==> config.mk <==
export PLATFORM = sky130hd
export DESIGN_NAME = clk_compose_cell
export DESIGN_NICKNAME = d
export VERILOG_FILES = /design/src/rtl/ccc_pkg.sv /design/src/rtl/ccc_src_select.sv /design/src/rtl/ccc_ratio_decode.sv /design/src/rtl/ccc_phase_fsm.sv /design/src/rtl/clk_compose_cell.sv
export SDC_FILE = /design/constraint.sdc
export NUM_CORES = 1
export LEC_CHECK = 0
export CAP_MARGIN = 5
export CORE_AREA = 2 2 52 54
export DETAILED_ROUTE_END_ITERATION = 7
export DIE_AREA = 0 0 54 56
export PLACE_DENSITY = 0.75
export SYNTH_ARGS = -nofsm -noshare
export SYNTH_HDL_FRONTEND = slang
export SYNTH_SLANG_ARGS = --single-unit
export TNS_END_PERCENT = 5
==> constraint.sdc <==
create_clock -name clk_i -period 2.75 [get_ports clk_i]
set_clock_uncertainty 0.15 [all_clocks]
set_input_delay 0.55 -clock clk_i [delete_from_list [all_inputs] [get_ports clk_i]]
set_output_delay 0.55 -clock clk_i [all_outputs]
set_load 0.05 [all_outputs]
==> src/rtl/ccc_pkg.sv <==
package ccc_pkg;

    localparam int SEL_W  = 3;
    localparam int CODE_W = 3;
    localparam int LEN_W  = 4;

    typedef enum logic [1:0] {
        ST_IDLE = 2'd0,
        ST_HIGH = 2'd1,
        ST_LOW  = 2'd2
    } phase_e;

    typedef struct packed {
        logic [LEN_W-1:0] hi;
        logic [LEN_W-1:0] lo;
    } phase_len_t;

    // Ratio lookup; codes past the last real ratio fall back to 1.
    function automatic logic [LEN_W-1:0] code_ratio(input logic [CODE_W-1:0] code);
        logic [LEN_W-1:0] r;
        unique case (code)
            3'd0:    r = 4'd1;
            3'd1:    r = 4'd2;
            3'd2:    r = 4'd4;
            3'd3:    r = 4'd6;
            3'd4:    r = 4'd8;
            3'd5:    r = 4'd12;
            default: r = 4'd1;
        endcase
        return r;
    endfunction

endpackage

==> src/rtl/ccc_src_select.sv <==
module ccc_src_select
    import ccc_pkg::*;
#(
    parameter int NUM_SEC = 8,
    parameter bit HAS_MUX = 1'b1,
    parameter int IDX_W   = 4
) (
    input  logic               prim_tick_i,
    input  logic [NUM_SEC-1:0] sec_tick_i,
    input  logic               alt_i,
    input  logic [SEL_W-1:0]   sel_i,
    output logic               tick_o,
    output logic [IDX_W-1:0]   idx_o
);

    generate
        if (HAS_MUX) begin : g_mux
            logic sec_hit;
            always_comb begin
                sec_hit = 1'b0;
                for (int i = 0; i < NUM_SEC; i++) begin
                    if (sel_i == SEL_W'(i)) begin
                        sec_hit = sec_tick_i[i];
                    end
                end
            end
            assign tick_o = alt_i ? sec_hit : prim_tick_i;
            assign idx_o  = alt_i ? (IDX_W'(sel_i) + IDX_W'(1)) : '0;
        end else begin : g_single
            logic unused_sel;
            assign unused_sel = ^{sec_tick_i, alt_i, sel_i};
            assign tick_o     = prim_tick_i;
            assign idx_o      = '0;
        end
    endgenerate

endmodule

==> src/rtl/ccc_ratio_decode.sv <==
module ccc_ratio_decode
    import ccc_pkg::*;
(
    input  logic              div_on_i,
    input  logic [CODE_W-1:0] code_i,
    input  logic              div3_i,
    output logic [LEN_W-1:0]  ratio_o,
    output phase_len_t        len_o
);

    always_comb begin
        if (div3_i) begin
            ratio_o = LEN_W'(3);
        end else if (!div_on_i) begin
            ratio_o = LEN_W'(1);
        end else begin
            ratio_o = code_ratio(code_i);
        end
        // Divide-by-3 keeps one source period high and two low.
        if (ratio_o == LEN_W'(3)) begin
            len_o.hi = LEN_W'(2);
            len_o.lo = LEN_W'(4);
        end else begin
            len_o.hi = ratio_o;
            len_o.lo = ratio_o;
        end
    end

endmodule

==> src/rtl/ccc_phase_fsm.sv <==
module ccc_phase_fsm
    import ccc_pkg::*;
(
    input  logic       clk_i,
    input  logic       rst_ni,
    input  logic       tick_i,
    input  logic       en_i,
    input  phase_len_t len_i,
    output logic       clk_o
);

    phase_e           state_q, state_d;
    logic [LEN_W-1:0] cnt_q, cnt_d;
    phase_len_t       len_q, len_d;
    logic             gate_q, gate_d;
    logic             clk_q;

    always_comb begin
        state_d = state_q;
        cnt_d   = cnt_q;
        len_d   = len_q;
        gate_d  = gate_q;
        unique case (state_q)
            ST_IDLE: begin
                if (tick_i) begin
                    state_d = ST_HIGH;
                    len_d   = len_i;
                    gate_d  = en_i;
                    cnt_d   = len_i.hi - LEN_W'(1);
                end
            end
            ST_HIGH: begin
                if (tick_i) begin
                    if (cnt_q == '0) begin
                        state_d = ST_LOW;
                        cnt_d   = len_q.lo - LEN_W'(1);
                    end else begin
                        cnt_d = cnt_q - LEN_W'(1);
                    end
                end
            end
            ST_LOW: begin
                if (tick_i) begin
                    if (cnt_q == '0) begin
                        state_d = ST_HIGH;
                        len_d   = len_i;
                        gate_d  = en_i;
                        cnt_d   = len_i.hi - LEN_W'(1);
                    end else begin
                        cnt_d = cnt_q - LEN_W'(1);
                    end
                end
            end
            default: begin
                state_d = ST_IDLE;
            end
        endcase
    end

    // State register
    always_ff @(posedge clk_i or negedge rst_ni) begin
        if (!rst_ni) begin
            state_q <= ST_IDLE;
            cnt_q   <= '0;
            len_q   <= '0;
            gate_q  <= 1'b0;
        end else begin
            state_q <= state_d;
            cnt_q   <= cnt_d;
            len_q   <= len_d;
            gate_q  <= gate_d;
        end
    end

    // Output register: glitch-free divided and gated clock
    always_ff @(posedge clk_i or negedge rst_ni) begin
        if (!rst_ni) begin
            clk_q <= 1'b0;
        end else begin
            clk_q <= (state_d == ST_HIGH) && gate_d;
        end
    end

    assign clk_o = clk_q;

    // no output pulse before the first tick
    a_r1_idle_low: assert property (@(posedge clk_i) disable iff (!rst_ni)
        (state_q == ST_IDLE) |-> !clk_q);

    // output moves only on a source tick
    a_r8_change_on_tick: assert property (@(posedge clk_i) disable iff (!rst_ni)
        !tick_i |=> $stable(clk_q));

    // latched phase lengths change only on entering a high phase
    a_r8_len_at_boundary: assert property (@(posedge clk_i) disable iff (!rst_ni)
        (len_q != $past(len_q)) |-> (state_q == ST_HIGH && $past(state_q) != ST_HIGH));

    // the gate is resampled only at a period boundary
    a_r9_gate_hold: assert property (@(posedge clk_i) disable iff (!rst_ni)
        !(state_q == ST_HIGH && $past(state_q) != ST_HIGH) |-> $stable(gate_q));

    // remaining count never exceeds the latched phase length
    a_r7_high_bound: assert property (@(posedge clk_i) disable iff (!rst_ni)
        (state_q == ST_HIGH) |-> (cnt_q < len_q.hi));

    a_r7_low_bound: assert property (@(posedge clk_i) disable iff (!rst_ni)
        (state_q == ST_LOW) |-> (cnt_q < len_q.lo));

endmodule

==> src/rtl/clk_compose_cell.sv <==
module clk_compose_cell
    import ccc_pkg::*;
#(
    parameter int NUM_SEC  = 8,
    parameter bit HAS_MUX  = 1'b1,
    parameter bit HAS_GATE = 1'b1,
    localparam int IDX_W   = $clog2(NUM_SEC + 1)
) (
    input  logic               clk_i,
    input  logic               rst_ni,
    input  logic               prim_tick_i,
    input  logic [NUM_SEC-1:0] sec_tick_i,
    input  logic               src_alt_i,
    input  logic [2:0]         src_sel_i,
    input  logic               div_on_i,
    input  logic [2:0]         div_code_i,
    input  logic               div3_on_i,
    input  logic               en_i,
    output logic               clk_o,
    output logic [IDX_W-1:0]   parent_idx_o
);

    logic             src_tick;
    logic [LEN_W-1:0] ratio;
    phase_len_t       len;
    logic             en_eff;

    ccc_src_select #(
        .NUM_SEC (NUM_SEC),
        .HAS_MUX (HAS_MUX),
        .IDX_W   (IDX_W)
    ) u_src (
        .prim_tick_i (prim_tick_i),
        .sec_tick_i  (sec_tick_i),
        .alt_i       (src_alt_i),
        .sel_i       (src_sel_i),
        .tick_o      (src_tick),
        .idx_o       (parent_idx_o)
    );

    ccc_ratio_decode u_dec (
        .div_on_i (div_on_i),
        .code_i   (div_code_i),
        .div3_i   (div3_on_i),
        .ratio_o  (ratio),
        .len_o    (len)
    );

    generate
        if (HAS_GATE) begin : g_gate
            assign en_eff = en_i;
        end else begin : g_open
            logic unused_en;
            assign unused_en = en_i;
            assign en_eff    = 1'b1;
        end
    endgenerate

    ccc_phase_fsm u_fsm (
        .clk_i  (clk_i),
        .rst_ni (rst_ni),
        .tick_i (src_tick),
        .en_i   (en_eff),
        .len_i  (len),
        .clk_o  (clk_o)
    );

    // divide-by-3 overrides the programmable divider
    a_r6_div3_dominant: assert property (@(posedge clk_i) disable iff (!rst_ni)
        div3_on_i |-> (ratio == LEN_W'(3)));

    // divider bypass gives ratio 1
    a_r5_div_bypass: assert property (@(posedge clk_i) disable iff (!rst_ni)
        (!div3_on_i && !div_on_i) |-> (ratio == LEN_W'(1)));

    // primary source reports parent index 0
    a_r2_primary_idx: assert property (@(posedge clk_i) disable iff (!rst_ni)
        !src_alt_i |-> (parent_idx_o == '0));

endmodule

==> metrics <==
status finished, final reports clean; final setup fails 0; top-count cell post-synth inv_1; row cnt 18; Tmin final 2.61 ns; worst-path cell chain clkdlybuf4s50_1, buf_4, ha_1, nand4b_1, a31oi_4, inv_1, a22o_4, a2bb2oi_2, nor4b_2; RSZ-0062 raised after global routing no; Die Height 56 µm; VDD IR-drop max 0.586 mV; hold crit path type flop to flop; Yosys reg bits 12; Via Count 1211; CP max-delay cell clkdlybuf4s50_1; initial antenna violation count 0; Residual DRC 0; Reg clk slew, reported paths 0.09 ns; grt total ovfl 0; Via density 5.71; Fin. Hold Viols 0; Post-Route WL 3.18 mm; nets@finish 217; Die Area 3020 µm²; reg2reg setup slack 0.40 ns; Slew Limit Fails 0; post-synthesis cell type with the largest combined area dfrtp_1; asr flop ratio synth 100%; ranking of synthesized cells by area dfrtp_1, ha_1, inv_1, a21oi_1, o21ai_0; Buffers on Ports 25; effective utilization at floorplan 49.8%; DP Area 1620 µm²; met2 Use GR 40.1%; critical path class primary input to flop; Design Area, Final 1760 µm²; Worst EP arrival 2.62 ns; Min Hold Slack 0.373 ns; synth warn 0; Mapped Cells 142; FF+latch area 300 µm²; CTS tree done; GRT Total Usage 22.4%; CTS buffer count 3; sequential-to-total area share from yosys stat 24.8%; Yosys top cell area share 24.8%; Worst-Skew Late Latency 0.28 ns; DR pass1 iterations 4; first-pass GRT wire length 5.03 mm; cell area power density 803 nW/µm²; Num Clock Sinks 12; gr busiest metal met2; number of global-route vias before repair 1190; CP peak stage delay 0.42 ns; share of post-route cells with drive strength above 1 26.4%; Unique masters post-synth 43; EDFF count, synth 0; # IOs 26; hold path start u_fsm.len_q[1]; Core Footprint 2430 µm²; highest clock rate 383 MHz; multi-input logic area 931 µm²; htree depth 1; Setup crit start src_sel_i[2]; CP Max Fanout 6; met1 Track Usage GR 25.1%; syn_nets 176; average wire per standard cell 15.0 µm; hold_buf cts 0; routability congestion estimate 0.891; fillers 195; Tcrit/Tclk final 95.1%; max-cap violations 0; clock root buffer clkbuf_4; Worst Path Required 2.75 ns; worst r2r src u_fsm.cnt_q[0]; Detail Route Antenna Nets 0; Slew headroom 61.5%; Worst-Margin Slew 0.576 ns; kind of end point of the critical path flop; Max clock buf depth 2; synth cell count leaders inv_1, a21oi_1, ha_1, dfrtp_1, o21ai_0; Initial DRC Count 34; Mapped Avg Cell Area 8.53 µm²; met3 Use GR 1.61%; Top FF cell, synth dfrtp_1; Die W 54 µm; Leakage 0.784 nW; startpoint types primary input; synthesized area 1210 µm²; antenna cells 0; largest net degree at the start of global routing 13; Final HPWL DP 2.45 mm; Layout area overhead 45.5%
==> timing repair <==
action	4_1_cts	5_1_grt
gates cloned	0	0
setup buffers	0	1
pin swaps	3	8
endpoints found under the setup margin	3	12
resized for setup	3	19
==> worst max-delay path, delay by kind of cell <==
kind,cells,cell delay [ns]
buf+inv,3,0.70
simple gates,2,0.32
fa+ha+maj,1,0.22
compound gates,3,0.82
==> through the flow <==
step | utilization [%] | total power [mW] | setup TNS, ns | worst slack, ns | cells
final | 72.4 | 1.42 | 0 | 0.136 | 212
after global placement | 66.6 | 1.14 | -2.50 | -0.247 | 207
after detailed placement | 66.6 | 1.18 | -3.12 | -0.307 | 207
after global routing | 72.4 | 1.53 | 0 | 0.0288 | 212
after floorplan | - | 0.931 | 0 | 0.338 | 142
after CTS | 68.4 | 1.34 | -0.00213 | -0.00213 | 211
==> layout make-up <==
type                       instances  area share, %
clock buffer                       4           2.06
inverter                          18           3.84
multi-input combinational        110           52.8
sequential                        12           17.0
tap                               30           2.13
timing repair buffer              38           22.1
==> state kept, by name (all words and copies together), names as in the netlist <==
name and flops:
u_fsm.state_q 2, u_fsm.len_q 4, u_fsm.cnt_q 4, u_fsm.gate_q 1
u_fsm.clk_o 1
==> metal layers <==
metal  wire length [µm]  vias up
li1                   -      593
met1               1340      582
met2               1640       30
met3                110        6
met4                 93        0
met5                  0        -
==> placed cells by master, fill, tap and decap left out, types with 6 or more instances in the layout <==
| cell | count |
|---|---|
| a21oi_1 | 11 |
| buf_4 | 13 |
| clkdlybuf4s50_1 | 19 |
| dfrtp_1 | 12 |
| ha_1 | 8 |
| inv_1 | 17 |
| nand2_1 | 9 |
| nor2_1 | 9 |
| nor2b_1 | 6 |
| o21ai_0 | 10 |
==> power breakdown <==
group | total (mW) | switching, mW | internal [mW]
combinational | 0.948 | 0.518 | 0.431
clock | 0.146 | 0.0658 | 0.0806
sequential | 0.321 | 0.0712 | 0.249
==> logic make-up (layout without fill, tap and decap cells) <==
kind of cell	after synthesis	count (layout)	share of synthesized area, %
compound gates	46	46	28.3
simple gates	41	41	18.5
buf+inv	20	60	6.30
fa+ha+maj	13	13	13.4
flops	12	12	24.8
mux	7	7	6.51
xor+xnor	3	3	2.17
==> final timing paths <==
check                                    to  depth (start not counted)
setup / recovery                u_fsm.clk_o                          9
hold / removal               u_fsm.len_q[1]                          2
setup reg to reg                u_fsm.clk_o                          8
hold reg to reg              u_fsm.len_q[1]                          2
max in group asynchronous  u_fsm.state_q[0]                          1
min in group asynchronous    u_fsm.len_q[2]                          1
(Power assumes the default switching activity.)
